### config.mk
export PLATFORM = sky130hd
export DESIGN_NAME = wg_gap_timer
export DESIGN_NICKNAME = d
export VERILOG_FILES = /design/src/rtl/wg_gap_pkg.sv /design/src/rtl/wg_null_qual.sv /design/src/rtl/wg_tick_gen.sv /design/src/rtl/wg_gap_ctrl.sv /design/src/rtl/wg_gap_timer.sv
export SDC_FILE = /design/constraint.sdc
export NUM_CORES = 1
export LEC_CHECK = 0
export CAP_MARGIN = 20
export CORE_UTILIZATION = 27
export DETAILED_ROUTE_END_ITERATION = 10
export HOLD_SLACK_MARGIN = 0.08
export PLACE_DENSITY = 0.5
export SLEW_MARGIN = 20
export SYNTH_ARGS = -nofsm -noshare
export SYNTH_HDL_FRONTEND = slang
export SYNTH_HIERARCHICAL = 1
export SYNTH_SLANG_ARGS = --single-unit
### constraint.sdc
create_clock -name clk -period 4.15 [get_ports clk]
set_input_delay 0.83 -clock clk [delete_from_list [all_inputs] [get_ports clk]]
set_output_delay 0.83 -clock clk [all_outputs]
set_load 0.05 [all_outputs]
### src/rtl/wg_gap_pkg.sv
package wg_gap_pkg;
  typedef enum logic [1:0] {
    GAP_COUNT = 2'd0,
    GAP_READY = 2'd1,
    GAP_BUSY  = 2'd2
  } gap_state_t;
endpackage

### src/rtl/wg_null_qual.sv
module wg_null_qual #(
  parameter int HIST_LEN = 10,
  parameter int RUN_LEN  = 3
) (
  input  logic clk,
  input  logic rst_n,
  input  logic line_null,
  output logic null_ok
);
  localparam int TOP = HIST_LEN - 1;

  logic [TOP:0] hist_q, hist_d;
  logic         new_run, old_run;

  always_comb begin
    hist_d = {hist_q[TOP-1:0], line_null};
  end

  always_ff @(posedge clk or negedge rst_n) begin
    if (!rst_n) hist_q <= '0;
    else        hist_q <= hist_d;
  end

  always_comb begin
    new_run = &hist_q[RUN_LEN-1:0];
    old_run = &hist_q[TOP:HIST_LEN-RUN_LEN];
    null_ok = new_run & old_run;
  end
endmodule

### src/rtl/wg_tick_gen.sv
module wg_tick_gen #(
  parameter int HI_PERIOD = 10,
  parameter int LO_PERIOD = 80
) (
  input  logic clk,
  input  logic rst_n,
  input  logic run,
  input  logic restart,
  input  logic spd_low,
  output logic tick
);
  localparam int MAXP   = (LO_PERIOD > HI_PERIOD) ? LO_PERIOD : HI_PERIOD;
  localparam int TICK_W = $clog2(MAXP);
  localparam logic [TICK_W-1:0] HI_LIM = TICK_W'(HI_PERIOD - 1);
  localparam logic [TICK_W-1:0] LO_LIM = TICK_W'(LO_PERIOD - 1);

  logic [TICK_W-1:0] cnt_q, cnt_d, lim;
  logic              at_lim;

  always_comb begin
    lim    = spd_low ? LO_LIM : HI_LIM;
    at_lim = (cnt_q >= lim);
    tick   = run & ~restart & at_lim;
    if (restart || !run) cnt_d = '0;
    else if (at_lim)     cnt_d = '0;
    else                 cnt_d = cnt_q + 1'b1;
  end

  always_ff @(posedge clk or negedge rst_n) begin
    if (!rst_n) cnt_q <= '0;
    else        cnt_q <= cnt_d;
  end
endmodule

### src/rtl/wg_gap_ctrl.sv
module wg_gap_ctrl
  import wg_gap_pkg::*;
#(
  parameter int GAP_CHECKS = 3,
  localparam int CNT_W = $clog2(GAP_CHECKS + 1)
) (
  input  logic             clk,
  input  logic             rst_n,
  input  logic             word_end,
  input  logic             bit_start,
  input  logic             tick,
  input  logic             null_ok,
  output logic             counting,
  output logic             rx_en,
  output logic [CNT_W-1:0] gap_cnt
);
  localparam logic [CNT_W-1:0] LAST = CNT_W'(GAP_CHECKS - 1);

  gap_state_t       st_q, st_d;
  logic [CNT_W-1:0] cnt_q, cnt_d;

  always_comb begin
    st_d  = st_q;
    cnt_d = cnt_q;
    if (word_end) begin
      st_d  = GAP_COUNT;
      cnt_d = '0;
    end else if (bit_start) begin
      st_d  = GAP_BUSY;
      cnt_d = '0;
    end else if (st_q == GAP_COUNT && tick) begin
      if (!null_ok) begin
        cnt_d = '0;
      end else if (cnt_q == LAST) begin
        st_d  = GAP_READY;
        cnt_d = '0;
      end else begin
        cnt_d = cnt_q + 1'b1;
      end
    end
  end

  always_ff @(posedge clk or negedge rst_n) begin
    if (!rst_n) begin
      st_q  <= GAP_COUNT;
      cnt_q <= '0;
    end else begin
      st_q  <= st_d;
      cnt_q <= cnt_d;
    end
  end

  assign counting = (st_q == GAP_COUNT);
  assign rx_en    = (st_q == GAP_READY);
  assign gap_cnt  = cnt_q;
endmodule

### src/rtl/wg_gap_timer.sv
module wg_gap_timer #(
  parameter int HI_PERIOD  = 10,
  parameter int LO_PERIOD  = 80,
  parameter int HIST_LEN   = 10,
  parameter int RUN_LEN    = 3,
  parameter int GAP_CHECKS = 3
) (
  input  logic clk,
  input  logic rst_n,
  input  logic spd_low,
  input  logic line_null,
  input  logic word_end,
  input  logic bit_start,
  output logic rx_en
);
  localparam int CNT_W = $clog2(GAP_CHECKS + 1);

  logic             null_ok, tick, counting;
  logic [CNT_W-1:0] gap_cnt;

  wg_null_qual #(.HIST_LEN(HIST_LEN), .RUN_LEN(RUN_LEN)) u_qual (
    .clk(clk), .rst_n(rst_n), .line_null(line_null), .null_ok(null_ok)
  );

  wg_tick_gen #(.HI_PERIOD(HI_PERIOD), .LO_PERIOD(LO_PERIOD)) u_tick (
    .clk(clk), .rst_n(rst_n), .run(counting), .restart(word_end),
    .spd_low(spd_low), .tick(tick)
  );

  wg_gap_ctrl #(.GAP_CHECKS(GAP_CHECKS)) u_ctrl (
    .clk(clk), .rst_n(rst_n), .word_end(word_end), .bit_start(bit_start),
    .tick(tick), .null_ok(null_ok), .counting(counting), .rx_en(rx_en),
    .gap_cnt(gap_cnt)
  );
endmodule

==> results.rst <==
.. list-table::
   :header-rows: 1

   * - Metric
     - Value
   * - Cell-by-cell trace of the critical path
     - clkdlybuf4s50_1 -> inv_1 -> ha_1 -> nand3_1 -> a2111oi_4 -> o211a_1 -> nor3b_1 -> o22ai_1
   * - Cell with the biggest individual delay on the critical path
     - sky130_fd_sc_hd__a2111oi_4
   * - Site Rows
     - 20
   * - Synthesized area
     - 890 µm²
   * - CTS Buf Count
     - 3
   * - Status
     - finished clean
   * - WP data required
     - 4330 ps
   * - Layout cells sized above 1
     - 0.110
   * - Via count
     - 565
   * - Setup repair bufs after CTS
     - 0
   * - Delay contributed by the slowest stage of the critical path
     - 550 ps
   * - Crit path max fanout
     - 8
   * - Post-Syn Instances
     - 72
   * - WP buf/inv
     - 2
   * - Routed wl met3
     - 58 µm
   * - Number of buffers on the longest clock path
     - 2
   * - DIE AREA
     - 3530 µm²
   * - Wire length of the first global-routing pass
     - 2540 µm
   * - Pin count of the biggest net entering global routing
     - 22
   * - Number of warnings reported in the yosys synthesis log
     - 6
   * - Crit path arrival time
     - 2960 ps
   * - Drt total wl
     - 1440 µm
   * - Antenna cell count
     - 0
   * - Cts repair resizes
     - 0
   * - Crit end category
     - register
   * - Worst-Margin Slew
     - 923 ps
   * - Root Buffer Master
     - sky130_fd_sc_hd__clkbuf_4
   * - Clock tree from TritonCTS
     - built
   * - Hold violation total from the final report
     - 0
   * - Maximum vdd drop
     - 198 µV
   * - Die Y
     - 59.4 µm
   * - Synthesis-to-finish area growth
     - 16.0%
   * - Vias in the first global route
     - 551
   * - Post-route worst hold slack
     - 359 ps
   * - Upper clock frequency limit
     - 359 MHz
   * - Slew Limit Headroom
     - 0.382
   * - Count of TritonRoute iterations in the first routing pass
     - 2
   * - Total global routing overflow
     - 0
   * - Max-slew violation count
     - 0
   * - Post-synth top area share
     - 0.591
   * - Most area-hungry cell type in the Yosys netlist
     - sky130_fd_sc_hd__dfrtp_1
   * - Setup CP Type
     - in -> reg
   * - Launching element type of the critical path
     - primary input
   * - # H-tree levels
     - 1
   * - Number of library cell types mapped by synthesis
     - 26
   * - Global Route Usage Sum
     - 0.0990
   * - Wl on met1
     - 731 µm
   * - Effective utilization at floorplan
     - 0.289
   * - Fraction of the yosys area taken by sequential cells
     - 0.591
   * - Setup tns final
     - 0 ps
   * - Final critical-path share of the clock period
     - 0.671
   * - Port Buffer Count
     - 6
   * - Number of violations reported at the end of detailed-routing iteration 0
     - 15
   * - Total of endpoints with negative setup slack in the final report
     - 0
   * - Tightest Hold Check Type
     - reg -> reg
   * - Placed wire-length estimate
     - 1010 µm
   * - Final Wtd Congestion
     - 0.757
   * - Routed met2 length
     - 644 µm
   * - Syn avg cell area
     - 12.4 µm²
   * - Remaining routing DRC violations
     - 0
   * - Clock latency at the later pin of the worst-skew pair
     - 300 ps
   * - Dominant delay contributor by cell family on the critical path
     - compound AO/OA/AOI/OAI gates
   * - Die Width
     - 59.4 µm
   * - Min cycle time layout
     - 2790 ps
   * - Pre-CTS setup slack
     - 1010 ps
   * - Clock transition at the registers of the reported paths
     - 110 ps
   * - Area of the core
     - 3080 µm²
   * - Count of maximum capacitance violations
     - 0
   * - Count of nets after finishing
     - 93
   * - Average wire per standard cell
     - 11.4 µm
   * - Hold Buf Count CTS
     - 0
   * - Power density cells
     - 322 nW/µm²
   * - Number of antenna violations at the first check in global routing
     - 0
   * - Unrepaired setup endpoints after global routing
     - false
   * - Least setup slack across all paths after layout
     - 1360 ps
   * - Synth top area cells
     - sky130_fd_sc_hd__dfrtp_1 (59%), sky130_fd_sc_hd__ha_1 (5.6%), sky130_fd_sc_hd__a2111oi_4 (3.1%), sky130_fd_sc_hd__nand3_1 (2.3%), sky130_fd_sc_hd__nor3_1 (2.3%)
   * - #FFs+latches synth
     - 21
   * - Static Leak
     - 0.000431 µW
   * - DRT antenna net count
     - 0
   * - # IOs
     - 7
   * - Worst Clk Skew
     - 7.71 ps
   * - Highest Signal Layer
     - met4
   * - Via-to-Cell Ratio
     - 4.48
   * - Number of nets in the synthesized netlist
     - 82
   * - Clock net sink count
     - 21
-- where the power goes --
group / internal [µW] / switching, µW / leakage (µW)
clock network: 35.9 / 60.1 / 0.0000177
logic: 8.66 / 11.5 / 0.000146
registers: 212 / 4.53 / 0.000267
-- area by class of cell --
type	instances	area, µm²
multi-input combinational	48	353
tap	44	55.1
inverter	3	11.3
clock inverter	1	5.00
timing repair buffer	6	60.1
clock buffer	3	22.5
fill	308	2050
sequential	21	526
-- registers in the layout, indices dropped and copies added (netlist names) --
register / count
u_ctrl/st_q: 2
u_ctrl/gap_cnt: 2
u_tick/cnt_q: 7
u_qual/hist_q: 10
-- layout by cell type (no fill, tap or decap) --
cell type	Yosys	final
sky130_fd_sc_hd__or4_1	1	1
sky130_fd_sc_hd__nor2b_1	1	1
sky130_fd_sc_hd__o211a_1	1	1
sky130_fd_sc_hd__nor2_1	5	5
sky130_fd_sc_hd__nand4bb_1	1	1
sky130_fd_sc_hd__or4b_1	2	2
sky130_fd_sc_hd__o2bb2ai_1	1	1
sky130_fd_sc_hd__or3b_2	2	2
sky130_fd_sc_hd__o22ai_1	2	2
sky130_fd_sc_hd__a21oi_2	1	1
sky130_fd_sc_hd__o21ai_1	1	1
sky130_fd_sc_hd__clkinv_2	0	1
sky130_fd_sc_hd__ha_1	4	4
sky130_fd_sc_hd__xnor2_1	1	1
sky130_fd_sc_hd__nand3_1	4	4
sky130_fd_sc_hd__clkdlybuf4s50_1	0	6
sky130_fd_sc_hd__dfrtp_1	21	21
sky130_fd_sc_hd__xor2_1	2	2
sky130_fd_sc_hd__inv_1	3	3
sky130_fd_sc_hd__nand2_2	1	1
sky130_fd_sc_hd__nand2_1	3	3
sky130_fd_sc_hd__a211oi_1	2	2
sky130_fd_sc_hd__o21ai_0	2	2
sky130_fd_sc_hd__nor3b_1	2	2
sky130_fd_sc_hd__nor3_1	4	4
sky130_fd_sc_hd__clkbuf_4	0	3
sky130_fd_sc_hd__a2111oi_4	1	1
sky130_fd_sc_hd__or3_1	2	2
sky130_fd_sc_hd__nand4_1	2	2
-- Yosys cell counts, drive strengths merged --
cell / n
dfrtp: 21
nor2: 5
ha: 4
nand2: 4
nand3: 4
nor3: 4
inv: 3
o21ai: 3
a211oi: 2
nand4: 2
nor3b: 2
o22ai: 2
or3: 2
or3b: 2
or4b: 2
xor2: 2
a2111oi: 1
a21oi: 1
nand4bb: 1
nor2b: 1
o211a: 1
o2bb2ai: 1
or4: 1
xnor2: 1
-- worst paths after layout --
check	from	end	slack (ps)	cells after the start
min reg2reg	u_qual/hist_q[5]	u_qual/hist_q[6]	360	0
min in group asynchronous	rst_n	u_tick/cnt_q[6]	1030	1
max	spd_low	u_ctrl/gap_cnt[0]	1360	8
max in group asynchronous	rst_n	u_ctrl/st_q[1]	2550	1
min	u_qual/hist_q[5]	u_qual/hist_q[6]	360	0
max reg2reg	u_tick/cnt_q[2]	u_ctrl/gap_cnt[0]	1920	6
-- through the flow --
stage          instances  power [µW]  area, µm²   util
3_3_place_gp         122         240       1000  0.326
4_1_cts              126         341       1030  0.335
3_5_place_dp         122         241       1000  0.326
2_1_floorplan         72         228        890      -
5_1_grt              126         353       1030  0.335
6_report             126         332       1030  0.335
-- cell families after synthesis --
group | share of synthesized area
buf+inv | 0.0127
compound gates | 0.110
flops | 0.591
xor+xnor | 0.0295
fa+ha+maj | 0.0563
simple gates | 0.201
-- metal layers --
| layer | vias to the layer above | GRT usage |
|---|---|---|
| li1 | 286 | - |
| met1 | 270 | 0.129 |
| met2 | 7 | 0.152 |
| met3 | 2 | 0.0415 |
| met4 | 0 | 0.0238 |
| met5 | - | 0 |
Power figures use the tool's default switching activity.
